**config.mk**
```make
export PLATFORM = sky130hd
export DESIGN_NAME = spare_remap_seq
export DESIGN_NICKNAME = d
export VERILOG_FILES = /design/src/rtl/spare_remap_pkg.sv /design/src/rtl/spare_remap_stat_dec.sv /design/src/rtl/spare_remap_pool.sv /design/src/rtl/spare_remap_seq.sv
export SDC_FILE = /design/constraint.sdc
export NUM_CORES = 1
export LEC_CHECK = 0
export CELL_PAD_IN_SITES_DETAIL_PLACEMENT = 1
export CELL_PAD_IN_SITES_GLOBAL_PLACEMENT = 1
export CORE_UTILIZATION = 35
export CTS_CLUSTER_DIAMETER = 30
export CTS_CLUSTER_SIZE = 40
export DETAILED_ROUTE_END_ITERATION = 6
export PLACE_DENSITY_LB_ADDON = 0.1
export SLEW_MARGIN = 20
export SYNTH_ARGS = -nofsm -noshare
export SYNTH_HDL_FRONTEND = slang
export SYNTH_SLANG_ARGS = --single-unit
```
**constraint.sdc**
```tcl
create_clock -name clk -period 12.9 [get_ports clk]
set_clock_uncertainty 0.05 [all_clocks]
set_input_delay 1.935 -clock clk [delete_from_list [all_inputs] [get_ports clk]]
set_output_delay 1.935 -clock clk [all_outputs]
set_load 0.005 [all_outputs]
```
**src/rtl/spare_remap_pkg.sv**
```systemverilog
package spare_remap_pkg;

  localparam logic [7:0] CMD_STAT_CLR = 8'h50;
  localparam logic [7:0] CMD_RECOVER  = 8'h12;
  localparam logic [7:0] CMD_EXECUTE  = 8'h40;

  localparam int ST_READY_BIT = 7;
  localparam int ST_ECC_BIT   = 6;
  localparam int ST_ERASE_BIT = 5;
  localparam int ST_PROG_BIT  = 4;

  typedef enum logic [3:0] {
    S_IDLE, S_POLL, S_ECCW, S_CLR, S_SRCH, S_REC, S_RELD, S_FIN
  } seq_state_t;

  function automatic logic [31:0] sec_dist(input logic [31:0] a, input logic [31:0] b);
    return (a > b) ? (a - b) : (b - a);
  endfunction

  function automatic logic in_pool(input logic [31:0] s, input logic [31:0] base,
                                   input logic [31:0] n);
    return (s >= base) && (s < base + n);
  endfunction

endpackage

```
**src/rtl/spare_remap_stat_dec.sv**
```systemverilog
module spare_remap_stat_dec
  import spare_remap_pkg::*;
(
  input  logic [7:0] stat_byte,
  output logic       st_ready,
  output logic       st_failed,
  output logic       st_ecc_hint
);
  always_comb begin
    st_ready    = stat_byte[ST_READY_BIT];
    st_failed   = st_ready & (stat_byte[ST_PROG_BIT] | stat_byte[ST_ERASE_BIT]);
    st_ecc_hint = stat_byte[ST_ECC_BIT];
  end
endmodule

```
**src/rtl/spare_remap_pool.sv**
```systemverilog
module spare_remap_pool
  import spare_remap_pkg::*;
#(
  parameter int SEC_W      = 14,
  parameter int NSPARE     = 290,
  parameter int SPARE_BASE = 16094
) (
  input  logic             clk,
  input  logic             rst_n,
  input  logic             srch_start,
  input  logic [SEC_W-1:0] ref_sector,
  input  logic             retire_valid,
  input  logic [SEC_W-1:0] retire_sector,
  output logic             srch_done,
  output logic             srch_found,
  output logic [SEC_W-1:0] srch_sector
);
  localparam int IDX_W = (NSPARE > 1) ? $clog2(NSPARE) : 1;
  localparam logic [SEC_W-1:0] BASE_S = SEC_W'(SPARE_BASE);

  logic [NSPARE-1:0] free_map;
  logic [IDX_W-1:0]  idx, best_idx, ret_idx;
  logic [31:0]       best_dist, cand_dist;
  logic [SEC_W-1:0]  cand_sector;
  logic              running, have, take, last, ret_hit;

  always_comb begin
    cand_sector = BASE_S + SEC_W'(idx);
    cand_dist   = sec_dist(32'(cand_sector), 32'(ref_sector));
    take        = running && free_map[idx] && (!have || cand_dist > best_dist);
    last        = (idx == IDX_W'(NSPARE - 1));
    ret_hit     = retire_valid && in_pool(32'(retire_sector), 32'(SPARE_BASE), 32'(NSPARE));
    ret_idx     = IDX_W'(retire_sector - BASE_S);
    srch_found  = have;
    srch_sector = BASE_S + SEC_W'(best_idx);
  end

  always_ff @(posedge clk or negedge rst_n) begin
    if (!rst_n) begin
      free_map  <= '1;
      idx       <= '0;
      best_idx  <= '0;
      best_dist <= '0;
      running   <= 1'b0;
      have      <= 1'b0;
      srch_done <= 1'b0;
    end else begin
      srch_done <= 1'b0;
      if (ret_hit) free_map[ret_idx] <= 1'b0;
      if (srch_start) begin
        running <= 1'b1;
        idx     <= '0;
        have    <= 1'b0;
      end else if (running) begin
        if (take) begin
          have      <= 1'b1;
          best_idx  <= idx;
          best_dist <= cand_dist;
        end
        if (last) begin
          running   <= 1'b0;
          srch_done <= 1'b1;
        end else begin
          idx <= idx + 1'b1;
        end
      end
    end
  end
endmodule

```
**src/rtl/spare_remap_seq.sv**
```systemverilog
module spare_remap_seq
  import spare_remap_pkg::*;
#(
  parameter int SEC_W      = 14,
  parameter int NSPARE     = 290,
  parameter int SPARE_BASE = 16094
) (
  input  logic             clk,
  input  logic             rst_n,
  input  logic             start,
  input  logic [SEC_W-1:0] start_sector,
  input  logic             use_recovery,
  output logic             cmd_valid,
  output logic [7:0]       cmd_data,
  output logic             stat_req,
  input  logic             stat_valid,
  input  logic [7:0]       stat_byte,
  output logic             ecc_req,
  input  logic             ecc_done,
  input  logic             ecc_ok,
  output logic             reload_req,
  output logic [SEC_W-1:0] reload_sector,
  input  logic             reload_done,
  output logic             busy,
  output logic             done,
  output logic             no_spare,
  output logic             ecc_used,
  output logic [SEC_W-1:0] final_sector
);
  seq_state_t       st;
  logic [SEC_W-1:0] cur;
  logic [1:0]       rec_cnt;
  logic             recov_mode;
  logic             st_ready, st_failed, st_ecc_hint;
  logic             srch_done, srch_found;
  logic [SEC_W-1:0] srch_sector;
  logic             retire_valid;
  logic [SEC_W-1:0] retire_sector;
  logic [15:0]      addr16;

  // Named internal events for the checker
  logic w_in_poll, w_judge, w_pick, w_exhaust;

  spare_remap_stat_dec u_dec (
    .stat_byte  (stat_byte),
    .st_ready   (st_ready),
    .st_failed  (st_failed),
    .st_ecc_hint(st_ecc_hint)
  );

  spare_remap_pool #(.SEC_W(SEC_W), .NSPARE(NSPARE), .SPARE_BASE(SPARE_BASE)) u_pool (
    .clk          (clk),
    .rst_n        (rst_n),
    .srch_start   (st == S_CLR),
    .ref_sector   (cur),
    .retire_valid (retire_valid),
    .retire_sector(retire_sector),
    .srch_done    (srch_done),
    .srch_found   (srch_found),
    .srch_sector  (srch_sector)
  );

  always_comb begin
    w_in_poll     = (st == S_POLL);
    w_judge       = w_in_poll && stat_valid && st_ready;
    w_pick        = (st == S_SRCH) && srch_done && srch_found;
    w_exhaust     = (st == S_SRCH) && srch_done && !srch_found;
    retire_valid  = (st == S_CLR) || w_pick;
    retire_sector = (st == S_CLR) ? cur : srch_sector;
    addr16        = 16'(cur);
    stat_req      = w_in_poll;
    ecc_req       = (st == S_ECCW);
    reload_req    = (st == S_RELD);
    reload_sector = cur;
    busy          = (st != S_IDLE);
    done          = (st == S_FIN);
    final_sector  = cur;
    cmd_valid     = (st == S_CLR) || (st == S_REC);
    unique case (rec_cnt)
      2'd0:    cmd_data = CMD_RECOVER;
      2'd1:    cmd_data = addr16[7:0];
      2'd2:    cmd_data = addr16[15:8];
      default: cmd_data = CMD_EXECUTE;
    endcase
    if (st == S_CLR) cmd_data = CMD_STAT_CLR;
    if (!cmd_valid)  cmd_data = 8'h00;
  end

  always_ff @(posedge clk or negedge rst_n) begin
    if (!rst_n) begin
      st         <= S_IDLE;
      cur        <= '0;
      rec_cnt    <= '0;
      recov_mode <= 1'b0;
      no_spare   <= 1'b0;
      ecc_used   <= 1'b0;
    end else begin
      unique case (st)
        S_IDLE: if (start) begin
          cur        <= start_sector;
          recov_mode <= use_recovery;
          no_spare   <= 1'b0;
          ecc_used   <= 1'b0;
          st         <= S_POLL;
        end
        S_POLL: if (w_judge) begin
          if (!st_failed)      st <= S_FIN;
          else if (st_ecc_hint) st <= S_ECCW;
          else                 st <= S_CLR;
        end
        S_ECCW: if (ecc_done) begin
          if (ecc_ok) begin
            ecc_used <= 1'b1;
            st       <= S_FIN;
          end else begin
            st <= S_CLR;
          end
        end
        S_CLR: st <= S_SRCH;
        S_SRCH: if (w_exhaust) begin
          no_spare <= 1'b1;
          st       <= S_FIN;
        end else if (w_pick) begin
          cur     <= srch_sector;
          rec_cnt <= '0;
          st      <= recov_mode ? S_REC : S_RELD;
        end
        S_REC: begin
          rec_cnt <= rec_cnt + 1'b1;
          if (rec_cnt == 2'd3) st <= S_POLL;
        end
        S_RELD: if (reload_done) st <= S_POLL;
        default: st <= S_IDLE;
      endcase
    end
  end
endmodule

```
=== Yosys cells after proc, flatten, opt, wreduce, memory -nomap -nowiden ===
Cells that the tools add are included.

* $add $sub $neg: 7
* $lt $le $gt $ge: 6
* Eq/ne operators: 22
* Mux-type cells: 46
* Bitwise gates (word level): 5
* Reductions and logical operators: 30

{| class="wikitable"
|+ Operators with widths
! operator !! number
|-
| $and A290 B290 Y290 || 1
|-
| $not A290 Y290 || 1
|-
| $mux W14 || 4
|-
| $gt A32 B32 Y1 || 1
|-
| $mux W32 || 1
|-
| $sub A14 B14 Y15 || 2
|-
| $mux W4 || 7
|-
| $pmux W14 S2 || 1
|-
| $pmux W4 S7 || 1
|-
| $mux W9 || 3
|-
| $pmux W8 S3 || 1
|-
| $add A10 B10 Y11 const A || 2
|-
| $lt A9 B10 Y1 const B || 2
|-
| $eq A4 B3 Y1 const B || 4
|-
| $mux W1 || 16
|-
| $mux W8 || 2
|-
| $ge A14 B14 Y1 const B || 1
|-
| $gt A14 B14 Y1 || 1
|-
| $ne A2 B1 Y1 const B || 6
|-
| $reduce_bool A2 Y1 || 5
|-
| $add A9 B1 Y9 const B || 1
|-
| $bmux W1 S9 || 1
|-
| $demux W1 S9 || 1
|-
| $eq A9 B9 Y1 const B || 1
|-
| other kinds (26) || 50
|}

* Bits in registers: 366
* Logic and storage cells: 129

=== Depth between registers and ports, before layout ===
* Depth in word-level cells: 9
* Depth in mapped cells: 28
* Gate-level depth less buffers: 24

=== Hierarchy ===
A second synthesis with hierarchy kept.

* Cell total of the unflattened synthesis: 1,579
* Area total of the unflattened synthesis: 18,589.1 µm²

{| class="wikitable"
|+ By module, submodules not included
! module !! instances !! cells an instance !! area an instance (µm²) !! seq. area each (µm²)
|-
| spare_remap_pool || 1 || 1,391 || 16,837.4 || 8,520.7
|-
| spare_remap_seq || 1 || 185 || 1,729.2 || 550.5
|-
| spare_remap_stat_dec || 1 || 3 || 22.5 || 0.0
|}

=== Worst setup path after synthesis ===
Ideal clock, no wire load.

* Kind: reg2reg
* Start: register u_pool.idx[4]
* End: register u_pool.best_dist[1]
* Setup time: 125 ps
* Data arrival time: 5,820 ps
* Required time: 12,725 ps
* Setup slack: 6,904 ps
* Stages on the path, launching flop included: 26
* Path buffers: 5
* Clock period less this slack: 5,996 ps
* Cell sequence: dfrtp_1 > clkbuf_1 > clkbuf_1 > o41ai_1 > a21oi_1 > inv_1 > ha_1 > clkbuf_1 > a21o_1 > a21oi_1 > nand2_1 > o31ai_2 > clkbuf_1 > a211oi_1 > o21ai_0 > nand2_1 > ha_1 > nand2_1 > a2bb2oi_1 > a31oi_1 > o21ai_0 > a311o_1 > or2_2 > o21ai_4 > buf_6 > mux2_4

* Word-level cells in the longest chain between the ends: 7
* Elaborated cells on any way between the ends: 12
* Classes of those cells: add/sub: 3; order compare: 2; mux: 3; reduce/logical: 4

{| class="wikitable"
|+ Ends and longest elaborated chain
! item !! RTL line !! source
|-
| from (decl) || spare_remap_pool.sv:22 || <nowiki>logic [IDX_W-1:0] idx, best_idx, ret_idx;</nowiki>
|-
| from (signal assigned) || spare_remap_pool.sv:64 || <nowiki>idx <= idx + 1'b1;</nowiki>
|-
| $add A10 B10 Y11 (*) || spare_remap_pool.sv:28 || <nowiki>cand_sector = BASE_S + SEC_W'(idx);</nowiki>
|-
| $sub A14 B14 Y15 / $gt A14 B14 Y1 (equally long branches) || spare_remap_pkg.sv:17 || <nowiki>return (a > b) ? (a - b) : (b - a);</nowiki>
|-
| $mux W32 (*) || spare_remap_pkg.sv:17 ||
|-
| named net u_pool.cand_dist[10] || spare_remap_pool.sv:23 || <nowiki>logic [31:0] best_dist, cand_dist;</nowiki>
|-
| $gt A32 B32 Y1 (*) || spare_remap_pool.sv:30 || <nowiki>take = running && free_map[idx] && (!have || cand_dist > best_dist);</nowiki>
|-
| $logic_or A1 B1 Y1 (*) || spare_remap_pool.sv:30 ||
|-
| $logic_and A1 B1 Y1 (*) || spare_remap_pool.sv:30 ||
|-
| $reduce_and A3 Y1 (no source line) (*) || -- ||
|-
| to (signal assigned) || spare_remap_pool.sv:58 || <nowiki>best_dist <= cand_dist;</nowiki>
|-
| to (decl) || spare_remap_pool.sv:23 ||
|}

The timed path passes the listed nets; every way through them passes the cells marked *. The select of a mux whose other input is x is not followed.
A chain may end at the register's enable or synchronous reset.

=== Worst setup path after layout ===
* Start: register u_pool.idx[1]
* End: register u_pool.best_dist[30]

The elaborated chain is that of the path after synthesis.

==> results.cfg <==
[min_path]
hold_path.class = reg2reg

[outcome]
outcome = finished clean

[routing]
wire_per_inst_um = 24.3
drtIter0Drc = 620
vias = 13700
post_drt_via_cell_ratio = 5.66
first_pass_iters = 7
ant_nets = 0
wirelength_um = 58800
drc = 0

[critical_path]
critPathMaxStageDelay_ns = 0.70
path_class = reg2reg
end_kind = flop
cp.required_ns = 13.35
crit_chain = buf_4 > nor3_1 > xor2_1 > ha_1 > o2111ai_1 > a311oi_1 > o31ai_4 > buf_4 > inv_1 > a211oi_1 > o21ai_0 > nand2_1 > ha_1 > nand2_1 > a2bb2oi_1 > a31oi_1 > o21ai_0 > a311o_1 > or2_2 > o21ai_4 > buf_16 > mux2_2
cp.arrival_ns = 7.73
slowest_stage = a311oi_1
start_kind = flop
path_max_fanout = 44

[timing]
tightestPinTransition_ns = 1.05
fin_tns_setup_ns = 0
setup_ws_ns = 5.62
rsz0062_at_grt = false
min_period_ns = 7.28
period_share_pct = 56.4
fmax_mhz = 137
hold_violations = 0
slew_violations = 0
relSlewSlack_pct = 29.8
setup_viol = 0

[synthesis]
synth_top_cell_by_area = dfstp_2
async_flop_share_pct = 100
synth_edf_count = 0
yosys_warnings = 0
synth_seq_cells = 348
synth_cell_types = 87
ys.flop_type = dfstp_2
synth_area_per_cell_sq_um = 11.8
synth_top_area_share_pct = 40.7
synthTopCellsByArea = dfstp_2, dfrtp_1, o31a_1, mux4_2, ha_1
synth_area_sq_mm = 0.0187
synth_cells = 1591
yosysSeqAreaShare_pct = 48.5
synth_nets = 1678

[grt]
grtUsageTotal_pct = 22.4
gr-usage-met2_pct = 37.3
use_met3_pct = 3.76
grt_max_degree = 155
grt_util_met1_pct = 28.8
first_global_vias = 15000
grt_pass1_wl_um = 92600
busiest_layer = met2
antenna_found_initial = 1
grt_remaining_overflow = 0

[pwr]
power_density_mw_per_mm2 = 278
peakVddDrop_mv = 0.211
p_total_mw = 6.44
power.leakage_nw = 8.84

[clock_tree]
post_cts_resized = 0
ctsRootBufferMaster = clkbuf_16
cts.sinks = 348
cts-buffers-inserted = 97
cts.reportedPaths.clkPinSlew_ns = 0.04
clock_latency_ns = 0.62
cts_setup_buffers = 0
hold_buffers = 0
cts_buffer_depth = 3
cts_tree = yes
htree_levels = 3

[placement]
dpl-instance-area_sq_mm = 0.0198
hpwl_um = 37700
post-place-ws_ns = 5.45
placedCellCount = 2245
gp_congestion = 0.802
port_buffers = 69

[floorplan]
ioPinCount = 74
dieArea_sq_mm = 0.0544
initial_core_util_pct = 35.5
rows = 84
fp.dieH_um = 233
die_x_um = 233
placeableCoreArea_sq_mm = 0.0527

[layout]
final_net_count = 1744
diodes = 0
fillers = 5430
stdcell_count = 2423
syn_to_final_growth_pct = 24.0
final_layout_size_suffix_gt1_share_pct = 34.4
design_area_sq_mm = 0.0232

[run]
max_cap_viol_count = 0
[registers in the layout, indices dropped and copies added (netlist names), 2 cells and up]
name              cells
st                    3
u_pool.best_idx       9
u_pool.best_dist     15
u_pool.idx            9
final_sector         14
u_pool.free_map     290
rec_cnt               2
[final timing paths]
path | from | endpoint | slack, ns | depth (start not counted)
min in group asynchronous | rst_n | ecc_used$_DFFE_PN0P_ | 1.28 | 1
worst max-delay path | u_pool.idx[1]$_DFFE_PN0P_ | u_pool.best_dist[30]$_DFFE_PN0P_ | 5.62 | 22
max in group asynchronous | rst_n | u_pool.free_map[53]$_DFFE_PN1P_ | 9.90 | 2
worst min register to register | u_pool.free_map[133]$_DFFE_PN1P_ | u_pool.free_map[133]$_DFFE_PN1P_ | 0.40 | 1
worst min-delay path | u_pool.free_map[133]$_DFFE_PN1P_ | u_pool.free_map[133]$_DFFE_PN1P_ | 0.40 | 1
worst max register to register | u_pool.idx[1]$_DFFE_PN0P_ | u_pool.best_dist[30]$_DFFE_PN0P_ | 5.62 | 22
[layout by cell type, fill, tap and decap left out, types with 8 or more instances in the layout]
master           count
dfstp_2            290
o31a_1             164
nand2_1            102
clkbuf_16           99
nor2_1              86
clkdlybuf4s50_1     68
inv_1               67
a21boi_0            66
mux4_2              61
o21a_1              60
dfrtp_1             56
ha_1                55
o21ai_0             50
a21oi_1             44
mux2i_1             29
nand3_1             28
xnor2_1             23
clkinv_2            22
buf_4               21
clkbuf_1            17
nor2b_1             16
a31oi_1             15
a22oi_1             15
a21o_1              14
a211oi_1            14
mux2_4              14
clkbuf_8            14
xor2_1              13
bufinv_16           13
nand4_1             10
nor3_1              10
nand2b_1            10
mux2_2              10
a221oi_1             8
o41a_1               8
[final cells by class]
| type | instances | area, sq um | share of cell area [%] |
|---|---|---|---|
| Inverter | 68 | 255 | 1.10 |
| Tap cell | 688 | 861 | 3.71 |
| Sequential cell | 348 | 9080 | 39.1 |
| Clock buffer | 130 | 2730 | 11.8 |
| Timing Repair Buffer | 92 | 901 | 3.88 |
| Clock inverter | 47 | 608 | 2.62 |
| Multi-Input combinational cell | 1050 | 8760 | 37.8 |
[logic make-up (layout without fill, tap and decap cells)]
group | after synthesis | count (layout) | share of synthesized area [%]
buffers and inverters | 193 | 337 | 4.97
multiplexers | 118 | 118 | 11.2
AND/OR/NAND/NOR | 312 | 312 | 8.08
flip-flops | 348 | 348 | 48.5
adder cells (fa/ha/maj) | 57 | 57 | 3.89
XOR/XNOR | 36 | 36 | 1.68
AO/OA/AOI/OAI | 527 | 527 | 21.7
[per-layer routing]
layer  up-vias  wire (um)
met2       277      28500
met5         -          0
met3       116       2280
li1       6130          -
met1      7184      26100
met4         0       1980
[metrics by stage]
stage,hold slack [ns],utilization [%]
after floorplan,0.387,-
after global placement,0.392,37.6
after detailed placement,0.395,37.7
after CTS,0.401,44.0
after global routing,0.406,44.1
final,0.400,44.1
[cells in the mapped netlist (16+ instances only)]
master / n
a21boi_0: 66
inv_1: 67
o21a_1: 60
mux4_2: 61
dfrtp_1: 58
nand2_1: 102
mux2i_1: 29
o21ai_0: 50
xnor2_1: 23
o31a_1: 164
clkbuf_1: 64
nor2_1: 86
a21oi_1: 44
nand3_1: 29
ha_1: 55
dfstp_2: 290
nor2b_1: 16
buf_2: 27
[power by group]
group,switching [mW],leakage [nW],internal [mW],total [mW]
Combinational,1.80,3.50,0.875,2.67
Clock,0.698,1.64,1.72,2.42
Sequential,0.169,3.71,1.17,1.34
[worst max-delay path: cells and delay by family (launching register included)]
kind	cells	cell delay [ns]
mux	1	0.35
flops	1	0.69
fa+ha+maj	2	0.82
xor+xnor	1	0.24
buf+inv	4	1.12
simple gates	4	1.13
compound gates	10	2.68
Power figures use the tool's default switching activity.
